**src/rtl/global_timer.sv**
```systemverilog
module global_timer #(
  parameter int DATA_W = 32
) (
  input  logic              clk,
  input  logic              rst_n,
  input  logic              reg_wr,
  input  logic [2:0]        reg_addr,
  input  logic [DATA_W-1:0] reg_wdata,
  output logic [DATA_W-1:0] reg_rdata,
  output logic              irq
);
  localparam int CNT_W = 2 * DATA_W;
  localparam logic [CNT_W-1:0] CNT_ONE = CNT_W'(1);
  localparam logic [2:0] A_CTRL = 3'd0, A_CLO = 3'd1, A_CHI = 3'd2,
                         A_MLO  = 3'd3, A_MHI = 3'd4, A_INC = 3'd5, A_STAT = 3'd6;

  logic [3:0]        ctrl;
  logic [CNT_W-1:0]  cnt, cmp;
  logic [DATA_W-1:0] inc;
  logic              status, hit_q, dip_q;

  wire t_en = ctrl[0];
  wire c_en = ctrl[1];
  wire i_en = ctrl[2];
  wire a_en = ctrl[3];

  wire wr_ctrl = reg_wr && reg_addr == A_CTRL;
  wire wr_clo  = reg_wr && reg_addr == A_CLO;
  wire wr_chi  = reg_wr && reg_addr == A_CHI;
  wire wr_mlo  = reg_wr && reg_addr == A_MLO;
  wire wr_mhi  = reg_wr && reg_addr == A_MHI;
  wire wr_inc  = reg_wr && reg_addr == A_INC;
  wire wr_clr  = reg_wr && reg_addr == A_STAT && reg_wdata[0];

  wire match = c_en && (cnt >= cmp);
  wire evt   = match && (a_en || !hit_q);

  always_ff @(posedge clk) begin
    if (!rst_n) begin
      ctrl <= '0;
      inc  <= '0;
    end else begin
      if (wr_ctrl) ctrl <= reg_wdata[3:0];
      if (wr_inc)  inc  <= reg_wdata;
    end
  end

  always_ff @(posedge clk) begin
    if (!rst_n)      cnt <= '0;
    else if (wr_clo) cnt[DATA_W-1:0] <= reg_wdata;
    else if (wr_chi) cnt[CNT_W-1:DATA_W] <= reg_wdata;
    else if (t_en)   cnt <= cnt + CNT_ONE;
  end

  always_ff @(posedge clk) begin
    if (!rst_n)             cmp <= '0;
    else if (wr_mlo)        cmp[DATA_W-1:0] <= reg_wdata;
    else if (wr_mhi)        cmp[CNT_W-1:DATA_W] <= reg_wdata;
    else if (evt && a_en)   cmp <= cmp + {{DATA_W{1'b0}}, inc};
  end

  always_ff @(posedge clk) begin
    if (!rst_n) begin
      status <= 1'b0;
      hit_q  <= 1'b0;
      dip_q  <= 1'b0;
    end else begin
      if (evt)         status <= 1'b1;
      else if (wr_clr) status <= 1'b0;
      hit_q <= match;
      dip_q <= evt && status;
    end
  end

  assign irq = i_en && status && !dip_q;

  always_comb begin
    case (reg_addr)
      A_CTRL:  reg_rdata = {{(DATA_W-4){1'b0}}, ctrl};
      A_CLO:   reg_rdata = cnt[DATA_W-1:0];
      A_CHI:   reg_rdata = cnt[CNT_W-1:DATA_W];
      A_MLO:   reg_rdata = cmp[DATA_W-1:0];
      A_MHI:   reg_rdata = cmp[CNT_W-1:DATA_W];
      A_INC:   reg_rdata = inc;
      A_STAT:  reg_rdata = {{(DATA_W-1){1'b0}}, status};
      default: reg_rdata = '0;
    endcase
  end

  a_r3_count_step: assert property (@(posedge clk) disable iff (!rst_n)
    (t_en && !wr_clo && !wr_chi) |=> cnt == $past(cnt) + CNT_ONE);

  a_r3_count_hold: assert property (@(posedge clk) disable iff (!rst_n)
    (!t_en && !wr_clo && !wr_chi) |=> $stable(cnt));

  a_r4_carry: assert property (@(posedge clk) disable iff (!rst_n)
    (t_en && !wr_clo && !wr_chi && &cnt[DATA_W-1:0])
    |=> cnt[CNT_W-1:DATA_W] != $past(cnt[CNT_W-1:DATA_W]) && cnt[DATA_W-1:0] == '0);

  a_r5_event_sets: assert property (@(posedge clk) disable iff (!rst_n)
    evt |=> status);

  a_r6_reload_add: assert property (@(posedge clk) disable iff (!rst_n)
    (evt && a_en && !wr_mlo && !wr_mhi) |=> cmp == $past(cmp) + {{DATA_W{1'b0}}, $past(inc)});

  a_r7_w1c: assert property (@(posedge clk) disable iff (!rst_n)
    (wr_clr && !evt) |=> !status);

  a_r8_masked: assert property (@(posedge clk) disable iff (!rst_n)
    !i_en |-> !irq);

  a_r9_gap: assert property (@(posedge clk) disable iff (!rst_n)
    (evt && status) |=> !irq);

  a_r10_no_cmp: assert property (@(posedge clk) disable iff (!rst_n)
    (!c_en && !status) |=> !status);
endmodule

```
**config.mk**
```make
export PLATFORM = sky130hd
export DESIGN_NAME = global_timer
export DESIGN_NICKNAME = d
export VERILOG_FILES = /design/src/rtl/global_timer.sv
export SDC_FILE = /design/constraint.sdc
export NUM_CORES = 1
export LEC_CHECK = 0
export BUFFER_PORTS_ARGS = -buffer_cell sky130_fd_sc_hd__buf_2
export CORE_ASPECT_RATIO = 1.5
export CORE_MARGIN = 2
export CORE_UTILIZATION = 50
export CTS_CLUSTER_SIZE = 28
export DETAILED_ROUTE_END_ITERATION = 12
export GPL_TIMING_DRIVEN = 0
export PLACE_DENSITY = 0.71
export SYNTH_ARGS = -nofsm -noshare
export SYNTH_HDL_FRONTEND = slang
export SYNTH_SLANG_ARGS = --single-unit
```
**constraint.sdc**
```tcl
create_clock -name clk -period 4.2 [get_ports clk]
set_input_delay 0.21 -clock clk [delete_from_list [all_inputs] [get_ports clk]]
set_output_delay 0.21 -clock clk [all_outputs]
set_load 0.03 [all_outputs]
```
-- Word-level counts from Yosys, hierarchy flattened
Cells that the tools add are included.
W data, S select, Z words.
- bits in registers: 167
- bits in latches: 0
- memory bits (writable): 0
- bits in read-only memories: 0
- input port bits: 38
- output and inout bits: 33
- word-level logic and storage cells: 60
- memories kept: 0
- add/sub/neg operators: 2
- multipliers: 0
- divide/modulo/power cells: 0
- $lt $le $gt $ge: 1
- eq/ne operators: 8
- shift operators: 0
- mux-type cells: 11
- bitwise gates (word level): 2
- reductions and logical operators: 27
- operators with widths (operator ; number):
    $pmux W32 S7 ; 1
    $mux W32 ; 6
    $mux W64 ; 2
    $add A64 B1 Y64 const B ; 1
    $add A64 B32 Y64 ; 1
    $ge A64 B64 Y1 ; 1
    $logic_and A1 B1 Y1 ; 14
    $reduce_bool A2 Y1 ; 5
    $eq A3 B3 Y1 const B ; 3
    $reduce_and A2 Y1 ; 4
    $eq A3 B2 Y1 const B ; 2
    $ne A2 B2 Y1 const B ; 2
    $eq A3 B1 Y1 const B ; 1
    $logic_not A3 Y1 ; 1
    $logic_not A1 Y1 ; 2
    $mux W1 ; 2
    $not A1 Y1 ; 2
    $logic_or A1 B1 Y1 ; 1

-- Depth between registers and ports, before layout
Gate-level depths: netlist (run 1).
- depth in word-level cells: 7
- mapped depth: 12
- gate-level depth less buffers: 11

-- Least setup slack after synthesis (run 1)
No wires, ideal clock.
- path kind: register to register
- start point: register cmp[54]
- end point: register cmp[51]
- setup time: 0.075 ns
- data arrival time: 2.948 ns
- data required time: 4.125 ns
- setup slack: 1.177 ns
- stages on the path, launching flop included: 11
- buffers on the path: 0
- clock period less this slack: 3.023 ns
- cells stage by stage: dfxtp_1 inv_1 ha_1 nand4_1 or4_4 or4_1 o21ai_1 nor3_2 a21o_1 or4_1 a31oi_1
- longest elaborated chain between the ends: 6
- RTL lines (what ; RTL line ; RTL):
    start: declaration ; 18 ; logic [CNT_W-1:0] cnt, cmp;
    start signal: indexed assignment ; 57 ; else if (wr_mlo) cmp[DATA_W-1:0] <= reg_wdata;
    start signal: indexed assignment ; 58 ; else if (wr_mhi) cmp[CNT_W-1:DATA_W] <= reg_wdata;
    start signal: assignment ; 59 ; else if (evt && a_en) cmp <= cmp + {{DATA_W{1'b0}}, inc};
    $ge A64 B64 Y1 ; 35 ; wire match = c_en && (cnt >= cmp);
    $logic_and A1 B1 Y1 ; 35 ;
    $logic_and A1 B1 Y1 ; 36 ; wire evt = match && (a_en || !hit_q);
    $logic_and A1 B1 Y1 ; 59 ;
    $reduce_bool A2 Y1 (no source line) ; -- ;
    $reduce_and A2 Y1 (no source line) ; -- ;
Every way passes these cells.
A chain may end at the register's enable or synchronous reset.

-- Worst setup path in the final report (run 1)
- start point: register cmp[40]
- end point: register cmp[14]
The elaborated chain is that of the path after synthesis.

==> results.rst, run 1 <==
.. list-table::
   :header-rows: 1

   * - Metric
     - Value
   * - Reg2reg path depth
     - 10
   * - CP delay by family, top
     - compound AO/OA/AOI/OAI gates
   * - Gate count after technology mapping
     - 1912
   * - EDFF count, synth
     - 0
   * - Post-detailed-placement half-perimeter wirelength
     - 52690 um
   * - Buffers from clock root to sink, at most
     - 2
   * - Routed length per placed instance
     - around 30 um
   * - Clock transition at the register clock pins on the worst setup and hold paths after CTS
     - roughly 0.06 ns
   * - Transition time at the pin with the least slew margin
     - ~1.2 ns
   * - Worst clock skew
     - 0.01289 ns
   * - Placeable core region
     - 0.02704 mm^2
   * - Kind of launch point of the worst setup path
     - flip-flop
   * - CTS tree
     - done
   * - Synth area leader
     - sky130_fd_sc_hd__dfxtp_1
   * - Slew headroom
     - 21.78%
   * - Worst Path Arrival
     - 4.51 ns
   * - Count of boundary I/O pins
     - between 70 and 80
   * - Fraction of registers with async set/reset
     - 0%
   * - Area post-placement
     - 0.01440 mm^2
   * - H-tree levels
     - 4
   * - Number of library cell types mapped by synthesis
     - 83
   * - Post-CTS Repair Setup Buffers
     - 0
   * - Cell with the largest stage delay on the worst path
     - sky130_fd_sc_hd__a2111oi_1
   * - Max Fclk
     - approximately 240 MHz
   * - Die area
     - 0.02862 mm^2
   * - Capture point of the worst reg-to-reg path
     - cmp[14]
   * - Final cycle utilization of the critical path
     - a little over nine tenths
   * - Maximum number of pins on one net before global-route repair
     - 17
   * - Vertical extent of the die
     - about 210 um
   * - Proportion of synthesized chip area in sequential cells
     - ~25%
   * - Leading post-synthesis cells by cell area
     - sky130_fd_sc_hd__dfxtp_1 (25%), sky130_fd_sc_hd__ha_1 (8.9%), sky130_fd_sc_hd__a21oi_1 (8.3%), sky130_fd_sc_hd__nand2_1 (7.7%), sky130_fd_sc_hd__nor2_1 (4.3%)
   * - Antenna viol nets, final
     - 0
   * - Final count of hold timing violations
     - 0
   * - Initial antenna violation count
     - 7
   * - Average via count per standard cell
     - around 7.3
   * - Maxcap violations
     - 0
   * - Worst setup path startpoint
     - cmp[40]
   * - Commonest register cell after synthesis
     - sky130_fd_sc_hd__dfxtp_1
   * - Count of clock tree sinks
     - roughly 170
   * - End of the worst hold path
     - hit_q
   * - Post-route minimum period
     - 4.097 ns
   * - Area growth from synthesis to final layout
     - 10.61%
   * - Peak supply drop
     - around 0.00032 V
   * - Critical hold path startpoint
     - rst_n
   * - Detailed-route wire length
     - 71550 um
   * - DRC violations left
     - 0
   * - Total non-filler cell area in the finished layout
     - roughly 0.015 mm^2
   * - Post-layout nets
     - roughly 2100
   * - Net count after synthesis
     - 2048
   * - Status
     - completed
   * - Vias post-DR
     - approximately 17000
   * - Static leakage
     - approximately 5.4 nW
   * - Initial detailed-routing violation count
     - 2491
   * - Total area of sequential cells
     - 0.003343 mm^2
   * - First-pass GRT wire length
     - 102400 um
   * - Maximum single-stage delay on the critical path
     - 0.76 ns
   * - Critical path buffers and inverters
     - 1
   * - Beginning of the worst register-to-register path
     - cmp[40]
   * - Number of optimization iterations in the first detailed-route pass
     - 9
   * - Final count of negative-setup-slack endpoints
     - 0
   * - Row count
     - 74
   * - Path category of the worst min-delay check
     - primary input to flip-flop
   * - Cell Pwr Density
     - 279.1 mW/mm^2
   * - Hold Path Cell Cnt
     - 3
   * - Share of cells above drive strength 1
     - 7.413%
   * - Horizontal die dimension
     - roughly 140 um
   * - Total standard cell area after synthesis
     - 0.01363 mm^2
   * - Maximum net fanout on the critical path
     - 7
   * - Data required, critical path
     - 4.61 ns
   * - Total Power Consumption
     - 0.004208 W
   * - Max Slew Vio Count
     - 0
   * - Ordered list of cells on the worst path
     - inv_1 > ha_1 > nand4_1 > or4_1 > or2_2 > o32ai_1 > a41oi_1 > a21o_1 > a2111oi_1 > o21a_1
   * - Clock root buffer
     - sky130_fd_sc_hd__clkbuf_16
   * - Vias in the first global route
     - 15710
   * - Post-synth top area share
     - 24.53%
   * - Initial cell density of the core
     - 50.41%
   * - Average cell area after synthesis
     - between 7 and 8 um^2
   * - Warning count from the yosys run
     - 0
   * - Clock insertion delay at the later pin of the skew report
     - 0.47 ns
   * - Category of the worst setup path capture point
     - flip-flop
   * - Setup repair after global routing missed its margin
     - false
   * - Count of hold buffers inserted by post-cts repair
     - 0
   * - Port Buffers
     - 69
   * - Aggregate global-route resource usage
     - approximately 49%
   * - CTS buffer count
     - 17
   * - Total congestion overflow
     - 0
   * - Final-layout setup total negative slack
     - 0 ns
   * - Final Wtd Congestion
     - about 1.1
   * - Multi-input combinational cell area
     - approximately 0.0094 mm^2
   * - Yosys reg bits
     - roughly 170
   * - Fill cell total of the finished layout
     - 2736
   * - Reg-to-reg setup timing slack
     - ~0.1 ns
   * - Worst setup path class
     - flip-flop to flip-flop
layout make-up:
class                           instances  share of cell area (%)
Antenna cell                            9                  0.1494
Sequential cell                       167                   22.18
Clock buffer                           19                   2.938
Tap cell                              342                   2.838
Buffer                                134                   3.635
Multi-Input combinational cell       1527                   62.54
Clock inverter                         10                   1.345
Timing Repair Buffer                   69                   2.291
Inverter                               84                   2.091
power by group:
part	leakage, nW	internal [W]	switching (W)
clock	0.315	0.00112	0.000715
combinational	3.74	0.000184	0.000501
sequential	1.35	0.00162	0.0000743
synthesized netlist by cell type (27+ instances only):
library cell and count:
sky130_fd_sc_hd__clkbuf_1 103, sky130_fd_sc_hd__nand4_1 57, sky130_fd_sc_hd__a211oi_1 27, sky130_fd_sc_hd__nor3_1 55
sky130_fd_sc_hd__o21ai_0 102, sky130_fd_sc_hd__nand3_1 63, sky130_fd_sc_hd__inv_1 84, sky130_fd_sc_hd__mux2i_1 40
sky130_fd_sc_hd__ha_1 97, sky130_fd_sc_hd__nor2_1 155, sky130_fd_sc_hd__dfxtp_1 167, sky130_fd_sc_hd__nand2_1 278
sky130_fd_sc_hd__a21oi_1 226, sky130_fd_sc_hd__a31oi_1 33
flip-flops by register name (all words and copies together) (netlist names):
signal,count
cmp,64
dip_q,1
cnt,64
ctrl,4
hit_q,1
inc,32
status,1
how the worst max path moves through the flow:
stage          cells past startpoint      end
6_report                          10  cmp[14]
5_1_grt                           10  cmp[14]
4_1_cts                           10  cmp[14]
3_5_place_dp                      10  cmp[14]
3_3_place_gp                      10  cmp[14]
2_1_floorplan                     10  cmp[51]
through the flow:
stage / utilization (%) / cells / setup slack [ns] / hold slack, ns
detailed placement: 53.27 / 2323 / 0.3803 / 0.4842
finish: 55.76 / 2361 / 0.1027 / 0.05445
global route: 55.69 / 2353 / 0.003125 / 0.06124
global placement: 53.27 / 2323 / 0.3630 / 0.4769
CTS: 55.66 / 2352 / 0.3376 / 0.03851
floorplan: - / 1912 / 1.177 / 0.3460
repair_timing:
item                       in CTS  in global routing
setup endpoints to repair       0                  2
gates resized for setup         0                  2
hold endpoints to repair        0                  0
worst register-to-register path, delay by kind of cell, from the launching register on:
| kind | cells | cell delay (ns) |
|---|---|---|
| AND/OR/NAND/NOR | 3 | 1.03 |
| AO/OA/AOI/OAI | 5 | 1.80 |
| adder cells (fa/ha/maj) | 1 | 0.31 |
| flip-flops | 1 | 0.74 |
| buffers and inverters | 1 | 0.16 |
cells by family (layout without fill, tap and decap cells):
kind of cell	Yosys count	count (layout)	share of synthesized area [%]
AOI/OAI and AO/OA	647	647	30.97
xor gates and xnor gates	21	21	1.349
adders and majority gates	98	98	9.052
buffers and inverters	218	316	6.334
DFF	167	167	24.53
muxes	43	43	3.185
other	0	9	0
and+or+nand+nor	718	718	24.58
layout by cell type (no fill, tap or decap), types with 8 or more instances in the layout:
cell	count
sky130_fd_sc_hd__and3_1	26
sky130_fd_sc_hd__a221oi_1	26
sky130_fd_sc_hd__o21a_1	9
sky130_fd_sc_hd__buf_1	10
sky130_fd_sc_hd__clkbuf_1	104
sky130_fd_sc_hd__diode_2	9
sky130_fd_sc_hd__dfxtp_1	167
sky130_fd_sc_hd__a21o_1	20
sky130_fd_sc_hd__a311oi_1	17
sky130_fd_sc_hd__xnor2_1	17
sky130_fd_sc_hd__a31oi_1	33
sky130_fd_sc_hd__buf_2	81
sky130_fd_sc_hd__o211ai_1	11
sky130_fd_sc_hd__nand4_1	57
sky130_fd_sc_hd__clkbuf_16	17
sky130_fd_sc_hd__nand3_1	63
sky130_fd_sc_hd__a21boi_0	8
sky130_fd_sc_hd__o221ai_1	14
sky130_fd_sc_hd__inv_1	84
sky130_fd_sc_hd__o22ai_1	14
sky130_fd_sc_hd__ha_1	97
sky130_fd_sc_hd__nor3_1	55
sky130_fd_sc_hd__nor2b_1	11
sky130_fd_sc_hd__a22oi_1	26
sky130_fd_sc_hd__nand2_1	278
sky130_fd_sc_hd__o31ai_1	13
sky130_fd_sc_hd__a21oi_1	225
sky130_fd_sc_hd__a41oi_1	9
sky130_fd_sc_hd__or3_1	11
sky130_fd_sc_hd__o221a_2	9
sky130_fd_sc_hd__and2_1	12
sky130_fd_sc_hd__nor4_1	11
sky130_fd_sc_hd__a211oi_1	27
sky130_fd_sc_hd__mux2i_1	40
sky130_fd_sc_hd__o21ai_0	102
sky130_fd_sc_hd__or4_1	11
sky130_fd_sc_hd__nor2_1	155
metal layers:
layer,vias to the layer above,wire [um],track usage (%)
met5,-,68,0
met4,4,8685,44.30
met3,490,8928,14.02
met2,1438,29750,74.00
met1,8030,24120,55.23
li1,7308,-,-
(Power assumes the default switching activity.)
==> run 2: changes to the inputs <==
--- a/config.mk
+++ b/config.mk
@@ -13,6 +13,7 @@
 export DETAILED_ROUTE_END_ITERATION = 12
 export GPL_TIMING_DRIVEN = 0
 export PLACE_DENSITY = 0.71
+export SETUP_SLACK_MARGIN = 0.15
 export SYNTH_ARGS = -nofsm -noshare
 export SYNTH_HDL_FRONTEND = slang
 export SYNTH_SLANG_ARGS = --single-unit
==> results.rst, run 2 (synthesis gave the netlist of run 1 again) <==
.. list-table::
   :header-rows: 1

   * - Metric
     - Value
   * - Vias in the first global route
     - 15710 (unchanged)
   * - CTS tree
     - done
   * - Clock root buffer
     - sky130_fd_sc_hd__clkbuf_16
   * - Final-layout setup total negative slack
     - 0 ns (unchanged)
   * - Average via count per standard cell
     - 7.302 (-0.18%)
   * - Max Slew Vio Count
     - 0 (unchanged)
   * - Maximum net fanout on the critical path
     - 5 (-2)
   * - Initial antenna violation count
     - 7 (unchanged)
   * - Hold Path Cell Cnt
     - 3 (unchanged)
   * - Port Buffers
     - 69 (unchanged)
   * - Post-detailed-placement half-perimeter wirelength
     - 52690 um (unchanged)
   * - DRC violations left
     - 0 (unchanged)
   * - Share of cells above drive strength 1
     - 7.463% (+0.050 points)
   * - First-pass GRT wire length
     - 102400 um (unchanged)
   * - Count of clock tree sinks
     - 167 (unchanged)
   * - Clock transition at the register clock pins on the worst setup and hold paths after CTS
     - 0.06 ns (about the same)
   * - Kind of launch point of the worst setup path
     - flip-flop
   * - Horizontal die dimension
     - 138.8 um (unchanged)
   * - Aggregate global-route resource usage
     - 48.68% (unchanged)
   * - Worst Path Arrival
     - 4.44 ns (-0.07 ns)
   * - Count of boundary I/O pins
     - 71 (unchanged)
   * - Vias post-DR
     - 17240 (-0.18%)
   * - Final Wtd Congestion
     - 1.116 (unchanged)
   * - Number of optimization iterations in the first detailed-route pass
     - 6 (-3)
   * - Buffers from clock root to sink, at most
     - 2 (unchanged)
   * - Post-layout nets
     - 2136 (unchanged)
   * - Fin cells
     - 2361 (unchanged)
   * - Final cycle utilization of the critical path
     - 96.03% (-1.5 points)
   * - Routed length per placed instance
     - 30.27 um (-0.12%)
   * - Category of the worst setup path capture point
     - flip-flop
   * - Clock insertion delay at the later pin of the skew report
     - 0.47 ns (about the same)
   * - Worst setup path startpoint
     - cmp[59]
   * - Detailed-route wire length
     - 71470 um (-0.12%)
   * - Maximum number of pins on one net before global-route repair
     - 17 (unchanged)
   * - Largest registers ranked by flip-flop count
     - cmp (64), cnt (64), inc (32)
   * - Antenna viol nets, final
     - 0 (unchanged)
   * - Die area
     - 0.02862 mm^2 (unchanged)
   * - Initial cell density of the core
     - 50.41% (unchanged)
   * - Placeable core region
     - 0.02704 mm^2 (unchanged)
   * - Setup repair after global routing missed its margin
     - true
   * - Total congestion overflow
     - 0 (unchanged)
   * - Max Fclk
     - 247.9 MHz (+1.6%)
   * - Status
     - completed
   * - Row count
     - 74 (unchanged)
   * - Worst clock skew
     - 0.01086 ns (-0.002033 ns)
   * - Count of hold buffers inserted by post-cts repair
     - 0 (unchanged)
   * - H-tree levels
     - 4 (unchanged)
   * - Slew headroom
     - 22.32% (+0.54 points)
   * - Worst setup path class
     - flip-flop to flip-flop
   * - Most common cell after layout, fill and taps aside
     - sky130_fd_sc_hd__nand2_1
   * - Vertical extent of the die
     - 206.2 um (unchanged)
   * - CTS buffer count
     - 17 (unchanged)
   * - Reg2reg path depth
     - 10 (unchanged)
   * - Static leakage
     - 5.402 nW (about the same)
   * - Maxcap violations
     - 0 (unchanged)
   * - Fill cell total of the finished layout
     - 2738 (+0.073%)
   * - Commonest cells after routing, fill and taps aside
     - sky130_fd_sc_hd__nand2_1 (278), sky130_fd_sc_hd__a21oi_1 (225), sky130_fd_sc_hd__dfxtp_1 (166)
   * - Critical hold path startpoint
     - rst_n
   * - Beginning of the worst register-to-register path
     - cmp[59]
   * - Total Power Consumption
     - 0.004206 W (about the same)
   * - Data required, critical path
     - 4.61 ns (about the same)
   * - Cell Pwr Density
     - 279.0 mW/mm^2 (about the same)
   * - Peak supply drop
     - 0.0003229 V (about the same)
   * - Path category of the worst min-delay check
     - primary input to flip-flop
   * - Placed instance count
     - 2323 (unchanged)
   * - Final count of hold timing violations
     - 0 (unchanged)
   * - Post-route minimum period
     - 4.033 ns (-0.06383 ns)
   * - Initial detailed-routing violation count
     - 2480 (-0.44%)
   * - Area growth from synthesis to final layout
     - 10.62% (about the same)
   * - Final count of negative-setup-slack endpoints
     - 0 (unchanged)
   * - Transition time at the pin with the least slew margin
     - 1.165 ns (-0.008093 ns)
-- run 2: changes by cell type in the layout (fill, tap and decap cells not counted) --
cell,delta
sky130_fd_sc_hd__dfxtp_2,+1
sky130_fd_sc_hd__dfxtp_1,-1
-- run 2: worst paths after layout --
check                 end  slack, ns
hold / removal      hit_q       0.05
setup reg to reg  cmp[14]       0.17
hold reg to reg    inc[6]       0.50
setup / recovery  cmp[14]       0.17
-- run 2: metal layers --
layer | wire [um] | GRT usage (%) | vias to the layer above
li1 | - | - | 7308
met2 | 29830 | 74.00 | 1453
met3 | 9093 | 14.02 | 508
met5 | 68 | 0 | -
met1 | 23910 | 55.23 | 7966
met4 | 8563 | 44.30 | 4
-- run 2: worst max-delay path: stages, from the launching register on --
cell and delay, ns:
sky130_fd_sc_hd__dfxtp_1 0.57, sky130_fd_sc_hd__inv_1 0.24, sky130_fd_sc_hd__ha_1 0.35, sky130_fd_sc_hd__nand4_1 0.14
sky130_fd_sc_hd__or4_4 0.56, sky130_fd_sc_hd__or2_2 0.31, sky130_fd_sc_hd__o32ai_1 0.17, sky130_fd_sc_hd__a41oi_1 0.24
sky130_fd_sc_hd__a21o_1 0.40, sky130_fd_sc_hd__a2111oi_1 0.76, sky130_fd_sc_hd__o21a_1 0.22
-- run 2: area by class of cell --
type	count	area, um^2	share of cell area [%]
antenna	9	22.52	0.1494
buffer	134	548.0	3.635
clock buffer	19	442.9	2.938
clock inverter	10	202.7	1.344
inverter	84	315.3	2.091
multi-input combinational	1527	9428	62.53
sequential	167	3344	22.18
tap	342	427.9	2.838
timing repair buffer	69	345.3	2.290
-- run 2: what timing repair did --
action / in CTS / in global routing
setup buffers: 0 / 0
setup endpoints to repair: 0 / 18
resized for setup: 0 / 3
endpoints found under the hold margin: 0 / 0
-- run 2: report_power, final --
part	switching, W	internal, W
clock network	0.000713	0.00112
logic	0.000500	0.000184
registers	0.0000745	0.00162
-- run 2: per-stage QoR --
stage | area [um^2] | hold slack, ns | worst slack, ns | utilization [%]
2_1_floorplan | 13630 | 0.3460 | 1.177 | -
3_5_place_dp | 14400 | 0.4842 | 0.3803 | 53.27
5_1_grt | 15060 | 0.06124 | 0.1213 | 55.69
3_3_place_gp | 14400 | 0.4769 | 0.3630 | 53.27
6_report | 15080 | 0.05461 | 0.1665 | 55.77
4_1_cts | 15050 | 0.03851 | 0.3376 | 55.66
